**config.mk**
```make
export PLATFORM = sky130hd
export DESIGN_NAME = cpu_intr_presenter
export DESIGN_NICKNAME = d
export VERILOG_FILES = /design/src/rtl/intr_presenter_pkg.sv /design/src/rtl/cip_prio_judge.sv /design/src/rtl/cip_out_stage.sv /design/src/rtl/cpu_intr_presenter.sv
export SDC_FILE = /design/constraint.sdc
export NUM_CORES = 1
export LEC_CHECK = 0
export ABC_CLOCK_PERIOD_IN_PS = 4800
export BUFFER_PORTS_ARGS = -buffer_cell sky130_fd_sc_hd__clkbuf_2
export CELL_PAD_IN_SITES_DETAIL_PLACEMENT = 1
export CELL_PAD_IN_SITES_GLOBAL_PLACEMENT = 1
export CORE_MARGIN = 1.5
export CORE_UTILIZATION = 42
export CTS_BUF_LIST = sky130_fd_sc_hd__clkbuf_8 sky130_fd_sc_hd__clkbuf_16
export CTS_CLUSTER_DIAMETER = 120
export DETAILED_ROUTE_END_ITERATION = 7
export HOLD_SLACK_MARGIN = 0.12
export PLACE_DENSITY = 0.86
export REMOVE_ABC_BUFFERS = 1
export SLEW_MARGIN = 25
export SYNTH_ARGS = -nofsm -noshare
export SYNTH_HDL_FRONTEND = slang
export SYNTH_SLANG_ARGS = --single-unit
```
**constraint.sdc**
```tcl
create_clock -name clk -period 4.8 [get_ports clk]
set_input_delay 0 -clock clk [delete_from_list [all_inputs] [get_ports clk]]
set_output_delay 0 -clock clk [all_outputs]
set_load 0.05 [all_outputs]
```
**src/rtl/intr_presenter_pkg.sv**
```systemverilog
package intr_presenter_pkg;

    typedef enum logic [2:0] {
        OP_NONE      = 3'd0,
        OP_TAKE      = 3'd1,
        OP_POLL      = 3'd2,
        OP_SET_LEVEL = 3'd3,
        OP_SET_IPI   = 3'd4,
        OP_DONE      = 3'd5,
        OP_RSV6      = 3'd6,
        OP_RSV7      = 3'd7
    } cmd_op_e;

    typedef enum logic [1:0] {
        SLOT_EMPTY = 2'd0,
        SLOT_EXT   = 2'd1,
        SLOT_IPI   = 2'd2
    } slot_e;

endpackage

```
**src/rtl/cip_prio_judge.sv**
```systemverilog
// Decides whether a candidate priority beats both the current level and
// whatever already occupies the pending slot.
module cip_prio_judge #(
    parameter int PRIO_W = 8
) (
    input  logic [PRIO_W-1:0] cand_prio,
    input  logic [PRIO_W-1:0] level_prio,
    input  logic [PRIO_W-1:0] held_prio,
    input  logic              slot_busy,
    output logic              wins
);
    logic beats_level;
    logic beats_held;

    always_comb begin
        beats_level = (cand_prio < level_prio);
        beats_held  = !slot_busy || (cand_prio < held_prio);
        wins        = beats_level && beats_held;
    end
endmodule

```
**src/rtl/cip_out_stage.sv**
```systemverilog
// Registers every output of the presenter; strobes are one cycle wide.
module cip_out_stage #(
    parameter int SRC_W  = 24,
    parameter int PRIO_W = 8
) (
    input  logic                     clk,
    input  logic                     rst_n,
    input  logic                     n_irq,
    input  logic                     n_rsp_v,
    input  logic [PRIO_W+SRC_W-1:0]  n_rsp_word,
    input  logic [PRIO_W-1:0]        n_rsp_ipi,
    input  logic                     n_rej_v,
    input  logic [SRC_W-1:0]         n_rej_src,
    input  logic                     n_ref_v,
    input  logic [SRC_W-1:0]         n_ref_src,
    input  logic                     n_eoi_v,
    input  logic [SRC_W-1:0]         n_eoi_src,
    input  logic                     n_resend,
    output logic                     irq_out,
    output logic                     rsp_valid,
    output logic [PRIO_W+SRC_W-1:0]  rsp_word,
    output logic [PRIO_W-1:0]        rsp_ipi,
    output logic                     rej_valid,
    output logic [SRC_W-1:0]         rej_src,
    output logic                     ref_valid,
    output logic [SRC_W-1:0]         ref_src,
    output logic                     eoi_valid,
    output logic [SRC_W-1:0]         eoi_src,
    output logic                     resend_req
);
    always_ff @(posedge clk) begin
        if (!rst_n) begin
            irq_out    <= 1'b0;
            rsp_valid  <= 1'b0;
            rsp_word   <= '0;
            rsp_ipi    <= '1;
            rej_valid  <= 1'b0;
            rej_src    <= '0;
            ref_valid  <= 1'b0;
            ref_src    <= '0;
            eoi_valid  <= 1'b0;
            eoi_src    <= '0;
            resend_req <= 1'b0;
        end else begin
            irq_out    <= n_irq;
            rsp_valid  <= n_rsp_v;
            rsp_word   <= n_rsp_word;
            rsp_ipi    <= n_rsp_ipi;
            rej_valid  <= n_rej_v;
            rej_src    <= n_rej_src;
            ref_valid  <= n_ref_v;
            ref_src    <= n_ref_src;
            eoi_valid  <= n_eoi_v;
            eoi_src    <= n_eoi_src;
            resend_req <= n_resend;
        end
    end
endmodule

```
**src/rtl/cpu_intr_presenter.sv**
```systemverilog
module cpu_intr_presenter
    import intr_presenter_pkg::*;
#(
    parameter int SRC_W   = 24,
    parameter int PRIO_W  = 8,
    parameter int IPI_SRC = 2
) (
    input  logic                     clk,
    input  logic                     rst_n,
    input  logic                     offer_valid,
    input  logic [SRC_W-1:0]         offer_src,
    input  logic [PRIO_W-1:0]        offer_prio,
    input  logic                     cmd_valid,
    input  logic [2:0]               cmd_op,
    input  logic [PRIO_W+SRC_W-1:0]  cmd_data,
    output logic                     irq_out,
    output logic                     rsp_valid,
    output logic [PRIO_W+SRC_W-1:0]  rsp_word,
    output logic [PRIO_W-1:0]        rsp_ipi,
    output logic                     rej_valid,
    output logic [SRC_W-1:0]         rej_src,
    output logic                     ref_valid,
    output logic [SRC_W-1:0]         ref_src,
    output logic                     eoi_valid,
    output logic [SRC_W-1:0]         eoi_src,
    output logic                     resend_req
);
    localparam int                WORD_W  = PRIO_W + SRC_W;
    localparam logic [PRIO_W-1:0] P_NONE  = '1;
    localparam logic [SRC_W-1:0]  IPI_NUM = SRC_W'(IPI_SRC);

    // State register contents
    slot_e             slot_q,  slot_n;
    logic [PRIO_W-1:0] level_q, level_n;
    logic [SRC_W-1:0]  src_q,   src_n;
    logic [PRIO_W-1:0] pend_q,  pend_n;
    logic [PRIO_W-1:0] ipi_q,   ipi_n;

    // Next output values
    logic              o_irq, o_rsp_v, o_rej_v, o_ref_v, o_eoi_v, o_resend;
    logic [WORD_W-1:0] o_rsp_word;
    logic [SRC_W-1:0]  o_rej_src, o_ref_src, o_eoi_src;

    cmd_op_e           op;
    logic [PRIO_W-1:0] arg_lo;
    logic [PRIO_W-1:0] arg_hi;
    logic              slot_busy;
    logic              offer_wins;
    logic              ipi_wins;
    logic [PRIO_W-1:0] ipi_cand;
    logic [PRIO_W-1:0] ipi_level;
    logic              present_ipi;

    always_comb begin
        op        = cmd_op_e'(cmd_op);
        arg_lo    = cmd_data[PRIO_W-1:0];
        arg_hi    = cmd_data[WORD_W-1:SRC_W];
        slot_busy = (slot_q != SLOT_EMPTY);
    end

    // IPI candidate and the level it must beat depend on the command.
    always_comb begin
        ipi_cand  = ipi_q;
        ipi_level = level_q;
        unique case (op)
            OP_SET_IPI:   ipi_cand  = arg_lo;
            OP_SET_LEVEL: ipi_level = arg_lo;
            OP_DONE:      ipi_level = arg_hi;
            default:      ;
        endcase
    end

    cip_prio_judge #(.PRIO_W(PRIO_W)) u_offer_judge (
        .cand_prio (offer_prio),
        .level_prio(level_q),
        .held_prio (pend_q),
        .slot_busy (slot_busy),
        .wins      (offer_wins)
    );

    cip_prio_judge #(.PRIO_W(PRIO_W)) u_ipi_judge (
        .cand_prio (ipi_cand),
        .level_prio(ipi_level),
        .held_prio (pend_q),
        .slot_busy (slot_busy),
        .wins      (ipi_wins)
    );

    // Next-state and next-output logic
    always_comb begin
        slot_n     = slot_q;
        level_n    = level_q;
        src_n      = src_q;
        pend_n     = pend_q;
        ipi_n      = ipi_q;
        o_irq      = irq_out;
        o_rsp_v    = 1'b0;
        o_rsp_word = {level_q, src_q};
        o_rej_v    = 1'b0;
        o_rej_src  = '0;
        o_ref_v    = 1'b0;
        o_ref_src  = '0;
        o_eoi_v    = 1'b0;
        o_eoi_src  = '0;
        o_resend   = 1'b0;
        present_ipi = 1'b0;

        if (cmd_valid) begin
            // A command owns the cycle; a simultaneous offer bounces.
            if (offer_valid && (offer_src != '0)) begin
                o_ref_v   = 1'b1;
                o_ref_src = offer_src;
            end
            unique case (op)
                OP_TAKE: begin
                    o_rsp_v = 1'b1;
                    level_n = pend_q;
                    src_n   = '0;
                    pend_n  = P_NONE;
                    slot_n  = SLOT_EMPTY;
                    o_irq   = 1'b0;
                end
                OP_POLL: begin
                    o_rsp_v = 1'b1;
                end
                OP_SET_LEVEL: begin
                    level_n = arg_lo;
                    if (arg_lo < level_q) begin
                        if (slot_busy && (arg_lo <= pend_q)) begin
                            if (slot_q == SLOT_EXT) begin
                                o_rej_v   = 1'b1;
                                o_rej_src = src_q;
                            end
                            src_n  = '0;
                            pend_n = P_NONE;
                            slot_n = SLOT_EMPTY;
                            o_irq  = 1'b0;
                        end
                    end else if (!slot_busy) begin
                        o_resend    = 1'b1;
                        present_ipi = ipi_wins;
                    end
                end
                OP_SET_IPI: begin
                    ipi_n       = arg_lo;
                    present_ipi = ipi_wins;
                end
                OP_DONE: begin
                    level_n   = arg_hi;
                    o_eoi_v   = 1'b1;
                    o_eoi_src = cmd_data[SRC_W-1:0];
                    if (!slot_busy) begin
                        o_resend    = 1'b1;
                        present_ipi = ipi_wins;
                    end
                end
                OP_NONE, OP_RSV6, OP_RSV7: ;
                default: ;
            endcase

            if (present_ipi) begin
                if (slot_q == SLOT_EXT) begin
                    o_rej_v   = 1'b1;
                    o_rej_src = src_q;
                end
                slot_n = SLOT_IPI;
                src_n  = IPI_NUM;
                pend_n = ipi_cand;
                o_irq  = 1'b1;
            end
        end else if (offer_valid && (offer_src != '0)) begin
            if (offer_wins) begin
                if (slot_q == SLOT_EXT) begin
                    o_rej_v   = 1'b1;
                    o_rej_src = src_q;
                end
                slot_n = SLOT_EXT;
                src_n  = offer_src;
                pend_n = offer_prio;
                o_irq  = 1'b1;
            end else begin
                o_ref_v   = 1'b1;
                o_ref_src = offer_src;
            end
        end
    end

    // State register
    always_ff @(posedge clk) begin
        if (!rst_n) begin
            slot_q  <= SLOT_EMPTY;
            level_q <= '0;
            src_q   <= '0;
            pend_q  <= P_NONE;
            ipi_q   <= P_NONE;
        end else begin
            slot_q  <= slot_n;
            level_q <= level_n;
            src_q   <= src_n;
            pend_q  <= pend_n;
            ipi_q   <= ipi_n;
        end
    end

    // Output registers
    cip_out_stage #(.SRC_W(SRC_W), .PRIO_W(PRIO_W)) u_out (
        .clk       (clk),
        .rst_n     (rst_n),
        .n_irq     (o_irq),
        .n_rsp_v   (o_rsp_v),
        .n_rsp_word(o_rsp_word),
        .n_rsp_ipi (ipi_q),
        .n_rej_v   (o_rej_v),
        .n_rej_src (o_rej_src),
        .n_ref_v   (o_ref_v),
        .n_ref_src (o_ref_src),
        .n_eoi_v   (o_eoi_v),
        .n_eoi_src (o_eoi_src),
        .n_resend  (o_resend),
        .irq_out   (irq_out),
        .rsp_valid (rsp_valid),
        .rsp_word  (rsp_word),
        .rsp_ipi   (rsp_ipi),
        .rej_valid (rej_valid),
        .rej_src   (rej_src),
        .ref_valid (ref_valid),
        .ref_src   (ref_src),
        .eoi_valid (eoi_valid),
        .eoi_src   (eoi_src),
        .resend_req(resend_req)
    );

    // Assertions
    assert_line_tracks_src_R13: assert property (@(posedge clk) disable iff (!rst_n)
        irq_out == (src_q != '0));

    assert_empty_has_no_prio_R6: assert property (@(posedge clk) disable iff (!rst_n)
        (src_q == '0) |-> (pend_q == P_NONE));

    assert_take_empties_slot_R5: assert property (@(posedge clk) disable iff (!rst_n)
        (cmd_valid && op == OP_TAKE) |=> (src_q == '0 && !irq_out && pend_q == P_NONE && rsp_valid));

    assert_poll_no_change_R10: assert property (@(posedge clk) disable iff (!rst_n)
        (cmd_valid && op == OP_POLL) |=> ($stable(src_q) && $stable(level_q) && $stable(pend_q) && $stable(ipi_q)));

    assert_cmd_bounces_offer_R11: assert property (@(posedge clk) disable iff (!rst_n)
        (cmd_valid && offer_valid && offer_src != '0) |=> (ref_valid && ref_src == $past(offer_src)));

    assert_zero_src_dropped_R12: assert property (@(posedge clk) disable iff (!rst_n)
        (!cmd_valid && offer_valid && offer_src == '0) |=> (!ref_valid && !rej_valid && $stable(src_q)));

    assert_strobe_one_cycle_R2: assert property (@(posedge clk) disable iff (!rst_n)
        (rsp_valid && !$past(cmd_valid)) |-> 1'b0);
endmodule

```
==> metrics.txt <==
first-pass GRT wire length=34.9 mm; total clock sinks=168; final WL=22.3 mm; placed insts=1027; Slew Limit Fails=0; Power per Cell Area=381 nW/um2; CTS tree=yes; post-CTS sizing=0; drt pass-1 iters=4; max_slew headroom=0.345; Syn Inst Count=655; FF-to-FF Start=level_q[4]; Die ar.=16400 um2; number of synthesized flops with an enable pin=0; crit start category=input port; Period minus WS final=3750 ps; clock tree buffer depth=2; routability cong.=0.875; CTS Buf Count=17; H-tree lvl count=4; Final Instance Area=8990 um2; hpwl dp=14.3 mm; placed inst area=7680 um2; average vias per placed instance=5.30; fmax=0.267 GHz; vias in the first global route=6454; Mapped Area=6590 um2; Leak=4.26 nW; worst-margin pin slew=982 ps; fin nets=1017; DP Worst Slack=1140 ps; Layout Cells excl Fill=1128; Reg clk slew, reported paths=80 ps; Top FF cell, synth=dfxtp_1; Die W=128 um; Boundary Pins=189; share of cells above drive strength 1=0.276; Die Y=128 um; grt ovf=0; largest net degree at the start of global routing=49; setup ws final=1050 ps; DRC Markers=0; Hold Violations, Final=0; post-DR wirelength/cell=19.8 um; CP startpoint=cmd_op[0]; worst min path class=in2reg; syn_area_per_cell=10.1 um2; worst-path maximum fanout=23; VDD IR max=0.000271 V; Critical Path AT=4060 ps; synth unique cells=56; Core Box Area=15300 um2; fin crit share=0.782; gr usage total=0.278; synthesis-to-finish area growth=36.4%; status=completed; FFs w/ async S/R, synth=0; Initial Util=0.432; DRT iter0 DRCs=302; clk root buf=clkbuf_16; Final ANT Viol Nets=0; initial antenna violation count=1; setup TNS=0 ps; CP Data Required Time=5110 ps; Row Count=45; Setup Skew=14.1 ps; IO buf count=188; Final Setup Violations=0; Yosys reg bits=168; YS warnings=0; Setup CP Type=in2reg; via count=5976; clk_lat worst skew=430 ps; Filler Cell Count=1721; MaxCap Viol Count=0; Setup crit end kind=flip-flop; Hold Startpoint=offer_valid; Seq/Total Area, Yosys=0.510; RSZ-0062 raised after global routing=false
-- worst max-delay path: stages --
cell	delay, ps
dlygate4sd3_1	540
clkbuf_2	200
nor3b_1	220
buf_4	240
mux2_2	410
ha_1	350
a21oi_1	200
o21ai_0	190
a2111oi_2	380
a311o_2	210
nand2_2	120
a31oi_2	450
buf_4	370
o2bb2ai_1	150
-- cells in the mapped netlist (2+ instances only) --
cell type  count  area, um2
mux2i_1       14        140
a211o_1        2       17.5
nand2b_1      16        100
a32o_1         2       20.0
inv_1         43        161
nor4_1         7       43.8
nor2_1        37        139
a21o_1         7       52.6
nor2_2         8       50.1
o22ai_1        3       18.8
a221oi_1       2       17.5
nor2b_1        6       37.5
buf_6          5       56.3
nor3b_1        2       15.0
a21oi_1       22        110
o2bb2ai_1     23        201
a211oi_1       5       37.5
o21a_1         3       22.5
ha_1          43        538
a311o_2        2       22.5
mux2_2         8       90.1
buf_2          5       25.0
clkbuf_1      19       71.3
buf_1          2       7.51
dfxtp_1      168       3360
and2_1        51        319
a2bb2oi_1      7       61.3
or2_2          2       12.5
nand2_1       55        206
a31oi_1        4       25.0
o21ai_0       24        120
o21ai_1        2       10.0
nor3_1         4       20.0
a22o_1        19        166
nand4_1        6       37.5
a22oi_1        7       52.6
-- sequential cells by signal (all words and copies together) (netlist names), 2 cells and up --
signal / flops
src_q: 24
ipi_q: 8
u_out.rej_src: 24
u_out.rsp_word: 32
u_out.rsp_ipi: 8
pend_q: 8
slot_q: 2
level_q: 8
u_out.eoi_src: 24
u_out.ref_src: 24
-- cell families (layout without fill, tap and decap cells) --
group,count (synthesis),count (layout),share of synthesized area
buffers and inverters,75,336,0.0499
DFF,168,168,0.510
xor gates and xnor gates,1,1,0.00133
and+or+nand+nor,202,202,0.158
other,0,1,0
muxes,22,22,0.0349
adders and majority gates,43,43,0.0817
AOI/OAI and AO/OA,144,144,0.164
-- cells in the final DEF (no fill, tap or decap), types with 3 or more instances in the layout --
cell type and n:
nor3_1 3, a21oi_1 22, a22oi_1 7, dfxtp_1 168
nand2_1 55, inv_8 3, clkbuf_16 17, nor4_1 7
nand4_1 6, inv_6 6, clkbuf_2 188, inv_1 43
a211oi_1 5, o2bb2ai_1 23, ha_1 43, a31oi_1 3
nand2b_1 16, a22o_1 19, dlygate4sd3_1 68, and2_1 51
nor2_2 8, o21ai_0 24, o22ai_1 3, nor2b_1 6
nor2_1 37, a21o_1 7, a2bb2oi_1 7, mux2i_1 14
mux2_2 8, buf_4 5, o21a_1 3
-- worst paths after layout --
check | endpoint | slack, ps | cells after the start
max | src_q[15] | 1050 | 14
min | u_out.ref_valid | 220 | 3
max reg2reg | src_q[15] | 1050 | 10
min reg2reg | u_out.rsp_word[9] | 460 | 2
-- cell type report --
class                           count  area, um2  share of cell area
Antenna cell                        1       2.50            0.000278
Inverter                           43        161              0.0180
Multi-Input combinational cell    412       2910               0.324
Clock inverter                     15        196              0.0219
Sequential cell                   168       3360               0.374
Clock buffer                       17        425              0.0473
Tap cell                          211        264              0.0294
Timing Repair Buffer              261       1660               0.185
-- routing by layer --
layer | vias to the layer above | global-route usage | part of all wire
met3 | 67 | 0.0927 | 0.083
met2 | 263 | 0.485 | 0.50
met1 | 2882 | 0.307 | 0.38
met5 | - | 0 | 0
met4 | 0 | 0.126 | 0.035
li1 | 2764 | - | -
-- where the power goes --
part / switching, mW / total [mW] / internal [mW] / leakage [nW]
Clock: 0.637 / 1.43 / 0.798 / 0.305
Sequential: 0.0247 / 1.46 / 1.44 / 1.37
Combinational: 0.328 / 0.522 / 0.194 / 2.59
Total: 0.989 / 3.42 / 2.43 / 4.26
-- metrics by stage --
step / utilization / total power, mW / hold WS (ps)
floorplan: - / 1.78 / 73.1
global route: 0.589 / 3.54 / 242
detailed placement: 0.503 / 1.95 / 206
finish: 0.589 / 3.42 / 218
CTS: 0.589 / 3.42 / 180
global placement: 0.503 / 1.93 / 200
-- repair_timing --
action,in CTS,in global routing
endpoints found under the hold margin,91,0
hold buffers,68,0
buffers inserted,0,0
(Power assumes the default switching activity.)
